## config.mk

```make
export PLATFORM = sky130hd
export DESIGN_NAME = i2c_cfg_mux
export DESIGN_NICKNAME = d
export VERILOG_FILES = /design/src/rtl/i2c_cfg_mux.sv
export SDC_FILE = /design/constraint.sdc
export NUM_CORES = 1
export LEC_CHECK = 0
export BUFFER_PORTS_ARGS = -buffer_cell sky130_fd_sc_hd__buf_2
export CORE_ASPECT_RATIO = 1.5
export CORE_MARGIN = 3
export CORE_UTILIZATION = 45
export DETAILED_ROUTE_END_ITERATION = 7
export GPL_ROUTABILITY_DRIVEN = 0
export PLACE_DENSITY = 0.73
export SYNTH_ARGS = -nofsm -noshare
export SYNTH_HDL_FRONTEND = slang
export SYNTH_SLANG_ARGS = --single-unit
```

## constraint.sdc

```tcl
create_clock -name clk -period 3.9 [get_ports clk]
set_clock_uncertainty 0.05 [all_clocks]
set_input_delay 0.585 -clock clk [delete_from_list [all_inputs] [get_ports clk]]
set_output_delay 0.585 -clock clk [all_outputs]
set_load 0.05 [all_outputs]
```

## src/rtl/i2c_cfg_mux.sv

```systemverilog
module i2c_cfg_mux #(
  parameter logic [6:0] DEV_ADDR = 7'b1110100,
  parameter logic [4:0] RST_VAL  = 5'b00000
) (
  input  logic       clk,
  input  logic       rst_n,
  input  logic       scl_i,
  input  logic       sda_i,
  output logic       sda_oe,
  input  logic       ovr_n,
  input  logic       sel,
  input  logic       wp,
  input  logic [3:0] ext_in,
  output logic [3:0] mux_out,
  output logic       solo_out
);
  typedef enum logic [2:0] {S_IDLE, S_ADDR, S_AACK, S_WR, S_WACK, S_RD, S_WAIT} st_t;

  st_t        st;
  logic [1:0] scl_sy, sda_sy;
  logic       scl_p, sda_p;
  logic [7:0] sr;
  logic [3:0] cnt;
  logic       rw;
  logic [4:0] cfg;
  logic       sel_q, hold_bit;

  wire scl_s    = scl_sy[1];
  wire sda_s    = sda_sy[1];
  wire scl_rise = scl_s & ~scl_p;
  wire scl_fall = ~scl_s & scl_p;
  wire start    = scl_s & scl_p & sda_p & ~sda_s;
  wire stop     = scl_s & scl_p & ~sda_p & sda_s;
  wire [7:0] rd_byte = {3'b000, cfg};

  assign mux_out  = sel_q ? ext_in : (ovr_n ? cfg[3:0] : 4'b0000);
  assign solo_out = ovr_n ? cfg[4] : (sel_q & hold_bit);

  always_ff @(posedge clk) begin
    if (!rst_n) begin
      scl_sy   <= 2'b11;
      sda_sy   <= 2'b11;
      scl_p    <= 1'b1;
      sda_p    <= 1'b1;
      st       <= S_IDLE;
      sr       <= '0;
      cnt      <= '0;
      rw       <= 1'b0;
      sda_oe   <= 1'b0;
      cfg      <= RST_VAL;
      sel_q    <= 1'b0;
      hold_bit <= 1'b0;
    end else begin
      scl_sy <= {scl_sy[0], scl_i};
      sda_sy <= {sda_sy[0], sda_i};
      scl_p  <= scl_s;
      sda_p  <= sda_s;
      sel_q  <= sel;
      if (sel && !sel_q)
        hold_bit <= ovr_n ? cfg[4] : 1'b0;

      if (start) begin
        st     <= S_ADDR;
        cnt    <= '0;
        sda_oe <= 1'b0;
      end else if (stop) begin
        st     <= S_IDLE;
        sda_oe <= 1'b0;
      end else begin
        case (st)
          S_ADDR:
            if (scl_rise) begin
              sr  <= {sr[6:0], sda_s};
              cnt <= cnt + 4'd1;
            end else if (scl_fall && cnt == 4'd8) begin
              if (sr[7:1] == DEV_ADDR) begin
                rw     <= sr[0];
                sda_oe <= 1'b1;
                st     <= S_AACK;
              end else begin
                st <= S_IDLE;
              end
            end
          S_AACK:
            if (scl_fall) begin
              cnt <= '0;
              if (rw) begin
                sr     <= rd_byte;
                sda_oe <= ~rd_byte[7];
                st     <= S_RD;
              end else begin
                sda_oe <= 1'b0;
                st     <= S_WR;
              end
            end
          S_WR:
            if (scl_rise) begin
              sr  <= {sr[6:0], sda_s};
              cnt <= cnt + 4'd1;
            end else if (scl_fall && cnt == 4'd8) begin
              sda_oe <= 1'b1;
              st     <= S_WACK;
              if (!wp && sr[7:5] == 3'b000)
                cfg <= sr[4:0];
            end
          S_WACK:
            if (scl_fall) begin
              sda_oe <= 1'b0;
              st     <= S_WAIT;
            end
          S_RD:
            if (scl_fall) begin
              if (cnt == 4'd7) begin
                sda_oe <= 1'b0;
                st     <= S_WAIT;
              end else begin
                sr     <= {sr[6:0], 1'b0};
                sda_oe <= ~sr[6];
                cnt    <= cnt + 4'd1;
              end
            end
          default: ;
        endcase
      end
    end
  end
endmodule

```

* Yosys cells after proc, flatten, opt, wreduce, memory -nomap -nowiden *
Index checks and enable logic that the tools add are counted.

operators by class
  multiplexer cells = 39
  bitwise operators = 17
  add/subtract/negate cells = 1
  multipliers = 0
  reduce and logical (&&, ||, !) cells = 19
  shifts and indexed selects = 0
  divide/modulo/power cells = 0
  equality and inequality tests = 28
  order comparisons = 0

operators by type and width
  cell                 number
  $mux 8               5
  $ne 4x4->1 const B   8
  $mux 3               9
  $reduce_and 9->1     3
  $mux 4               6
  $pmux 8 s3           1
  $ne 2x2->1 const B   11
  $reduce_and 6->1     3
  $pmux 3 s5           1
  $mux 1               14
  $pmux 4 s3           1
  $not 1->1            9
  $and 1x1->1          8
  $reduce_and 8->1     1
  $eq 7x7->1 const B   1
  $reduce_bool 7->1    1
  $eq 3x2->1 const B   2
  $eq 3x3->1 const B   2
  $pmux 1 s5           1
  $reduce_bool 5->1    1
  $add 4x1->4 const B  1
  $eq 4x3->1 const B   1
  $eq 4x4->1 const B   1
  $reduce_or 2->1      2
  8 further kinds      11

storage, ports and cells
  ROM bits = 0
  memories = 0
  latch bits = 0
  register bits = 30
  input bits = 11
  output and inout port bits = 6
  RAM bits = 0
  word-level logic and storage cells = 117

* Depth between registers and ports, before layout *
  depth after elaboration = 8
  gate-level depth with buffers = 7
  depth with buffers taken out = 6

* Worst setup path before layout *
OpenSTA, ideal clock, no wires.

  path type = input -> output
  start = input port ovr_n
  end = output port mux_out[0]
  arrival = 1.710 ns
  cell stages on the path = 2
  path slack = 1.555 ns
  buffers on the path = 0
  required time = 3.265 ns
  path through = nand2_1 o21ai_0

on the way
  longest elaborated chain between the ends = 2

RTL lines
  element              RTL line  RTL
  start, declared      10        input logic ovr_n,
  $mux 4 (2 in a row)  36        assign mux_out = sel_q ? ext_in : (ovr_n ? cfg[3:0] : 4'b0000);
  end, declared        14        output logic [3:0] mux_out,

Every way passes these cells.

* Worst setup path in the final report *
  start = register sel_q
  end = output port solo_out

on the way
  longest elaborated chain between the ends = 2

RTL lines
  element                 RTL line  RTL
  start, declared         26        logic sel_q, hold_bit;
  start signal, assigned  58        sel_q <= sel;
  $and 1x1->1             37        assign solo_out = ovr_n ? cfg[4] : (sel_q & hold_bit);
  $mux 1                  37
  end, declared           15        output logic solo_out

Every way passes these cells.

==> impl_metrics.tcl <==
set metrics [dict create \
    cell_area_after_synthesis_um2 1660 \
    drt-initial-drc-count 23 \
    die_w_um 55.6 \
    synth.largest_area_cell "sky130_fd_sc_hd__dfxtp_1" \
    vias_per_cell 5.49 \
    filler_cell_count 324 \
    clkTransAtPathRegs_ns 0.06 \
    synth_top_family_by_area "simple AND/OR/NAND/NOR gates" \
    design.portCount 17 \
    clock_sink_count 30 \
    cts_htree_levels 2 \
    final.setup.tns_ns 0 \
    regToRegSetupSlack_ns 2.05 \
    power.density_nw_per_um2 327 \
    seqCellArea_um2 601 \
    drv_slew 0 \
    cts_tree "done" \
    cell_at_the_root_of_the_clock_tree "sky130_fd_sc_hd__clkbuf_8" \
    edff_count_synth 0 \
    area_overhead_of_the_layout_relative_to_synthesis_pct 11.2 \
    grt_pass1_wl_um 5970 \
    rsz0062_at_grt "no" \
    ys_seq_elements 30 \
    post-route-cell-area_um2 1850 \
    place.detailed.instances 241 \
    proportion_of_synthesized_area_in_mux_cells 0.118 \
    insertion_delay_ns 0.28 \
    die_h_um 80.4 \
    port_buffers 16 \
    cts.hold.buffers_added 0 \
    ctsLongestPathBuffers 2 \
    slew_at_the_pin_with_the_worst_max_slew_slack_ns 0.541 \
    design.final.nets 219 \
    detailedPlacementHpwl_um 2480 \
    layout-drive-gt1-share 0.169 \
    synthSimpleGateAreaFrac 0.267 \
    reg2reg_depth 4 \
    drt-total-wl_um 3370 \
    synthesis.nets 205 \
    floorplan.die_area_um2 4470 \
    start_util 0.477 \
    min_path_cells 1 \
    count_of_final_hold_check_violations 0 \
    timing.critical_path.required_ns 3.26 \
    synth_fa_ha_area_frac 0.0151 \
    cts_setup_buffers 0 \
    detailroute.via_count 1366 \
    track_usage 0.170 \
    placement_rows 26 \
    min_period_over_period 0.490 \
    synth_cell_type_count 52 \
    routed_wire_length_per_instance_um 13.5 \
    postCtsResizedCells 0 \
    ys_async_sr_fraction 0 \
    postSynthAreaPerCell_um2 8.65 \
    synth_sequential_area_ratio 0.362 \
    drt-pass1-iter-count 4 \
    ir_worst_vdd_mv 0.251 \
    setup_violation_total_in_the_final_timing_report 0 \
    syn_inst 192 \
    design.core.area_um2 3480 \
    final_cell_count_no_fill 249 \
    max_cap_violations 0 \
    synth.top_cell.area_share 0.362 \
    synth_flop_cell "sky130_fd_sc_hd__dfxtp_1" \
    largest_net_degree_at_the_start_of_global_routing 27 \
    criticalPathCategory "reg2out" \
    synthXorXnorAreaFrac 0.00528 \
    post-route-min-period_ns 1.91 \
    startpoint_type "register" \
    clock.fmax_ghz 0.523 \
    p_leak_nw 0.719 \
    hold_crit_path_type "reg2reg" \
    yosys-top-cells-area "sky130_fd_sc_hd__dfxtp_1 (36%), sky130_fd_sc_hd__mux2i_1 (8.4%), sky130_fd_sc_hd__nand2_1 (6.3%)" \
    synth_compound_area_frac 0.187 \
    number_of_diodes 0 \
    status "finished clean" \
    cell_area_placed_um2 1750 \
    grt_pass1_vias 1332 \
    detail_route.drc_violations 0 \
    cts_inserted_buffers 5 \
    grt-ovfl-total 0 \
    multiInputGateArea_um2 983 \
    ant_nets 0 \
    timing.slew.headroom 0.639 \
    grt_antenna_before_repair 0 \
    worstPathArrival_ns 1.28 \
    worstSetupEndpointType "output pin" \
    crit_path_max_fanout 11 \
    yosys_warnings 0 \
]
report_power, final:
group / internal, mW / leakage (nW) / switching [mW] / total (mW)
sequential: 0.310 / 0.243 / 0.00423 / 0.314
clock: 0.142 / 0.0482 / 0.114 / 0.256
combinational: 0.0118 / 0.428 / 0.0220 / 0.0338
total: 0.463 / 0.719 / 0.140 / 0.604
state kept, by name (all words and copies together), names as in the netlist, 2 cells and up:
register	cells
cnt	4
cfg	5
st	3
sr	8
sda_sy	2
scl_sy	2
critical path, stage by stage, from the launching register on:
cell and delay, ns:
sky130_fd_sc_hd__dfxtp_1 0.50, sky130_fd_sc_hd__nand2_1 0.08, sky130_fd_sc_hd__o21ai_0 0.14, sky130_fd_sc_hd__buf_2 0.28
metrics by stage:
stage                     hold WS (ns)   util  setup WS [ns]  power [mW]
final                            0.356  0.530           1.99       0.604
after global routing             0.380  0.530           1.87       0.625
after CTS                        0.357  0.530           1.97       0.613
after detailed placement         0.343  0.504           2.06       0.355
after global placement           0.338  0.504           2.08       0.354
after floorplan                  0.336      -           1.55       0.344
cell families after synthesis:
logic type | after synthesis
buf+inv | 19
flops | 30
xor+xnor | 1
mux | 19
simple gates | 78
compound gates | 43
fa+ha+maj | 2
final cells by class:
type	count	share of cell area
multi-input combinational	143	0.533
tap	42	0.0285
timing repair buffer	16	0.0434
sequential	30	0.325
clock buffer	7	0.0468
inverter	10	0.0203
clock inverter	1	0.00271
metal layers:
metal | GRT usage | share of wire | vias to the layer above
li1 | - | - | 709
met1 | 0.177 | 0.42 | 626
met2 | 0.318 | 0.53 | 25
met3 | 0.0322 | 0.033 | 6
met4 | 0.0876 | 0.023 | 0
met5 | 0 | 0 | -
cell usage after synthesis (all sizes together) (3+ instances only):
library cell / number
a21oi: 8
buf: 4
clkbuf: 5
dfxtp: 30
inv: 10
mux2: 5
mux2i: 14
nand2: 28
nand2b: 8
nand3: 8
nand3b: 5
nor2: 10
nor3b: 3
o21ai: 11
or3: 3
cell usage in the layout, fill, tap and decap left out, drive strengths merged, types with 2 or more instances in the layout:
cell type	instances
a21oi	8
nand2	28
inv	10
nand2b	8
mux2i	14
a211oi	2
a31oi	2
o21ai	11
and4bb	2
nand3	8
a21bo	2
and4b	2
ha	2
buf	16
and3b	2
a21o	2
nand3b	5
mux2	5
clkbuf	7
nor2	10
or3	3
nor3b	3
a211o	2
dfxtp	30
o22ai	2
o211ai	2
path summary, 6_finish.rpt:
check,from,end
max,sel_q,solo_out
min,scl_sy[0],scl_sy[1]
max reg2reg,st[2],sr[4]
min reg2reg,scl_sy[0],scl_sy[1]
No activity file was read; power rests on OpenSTA's default activity.
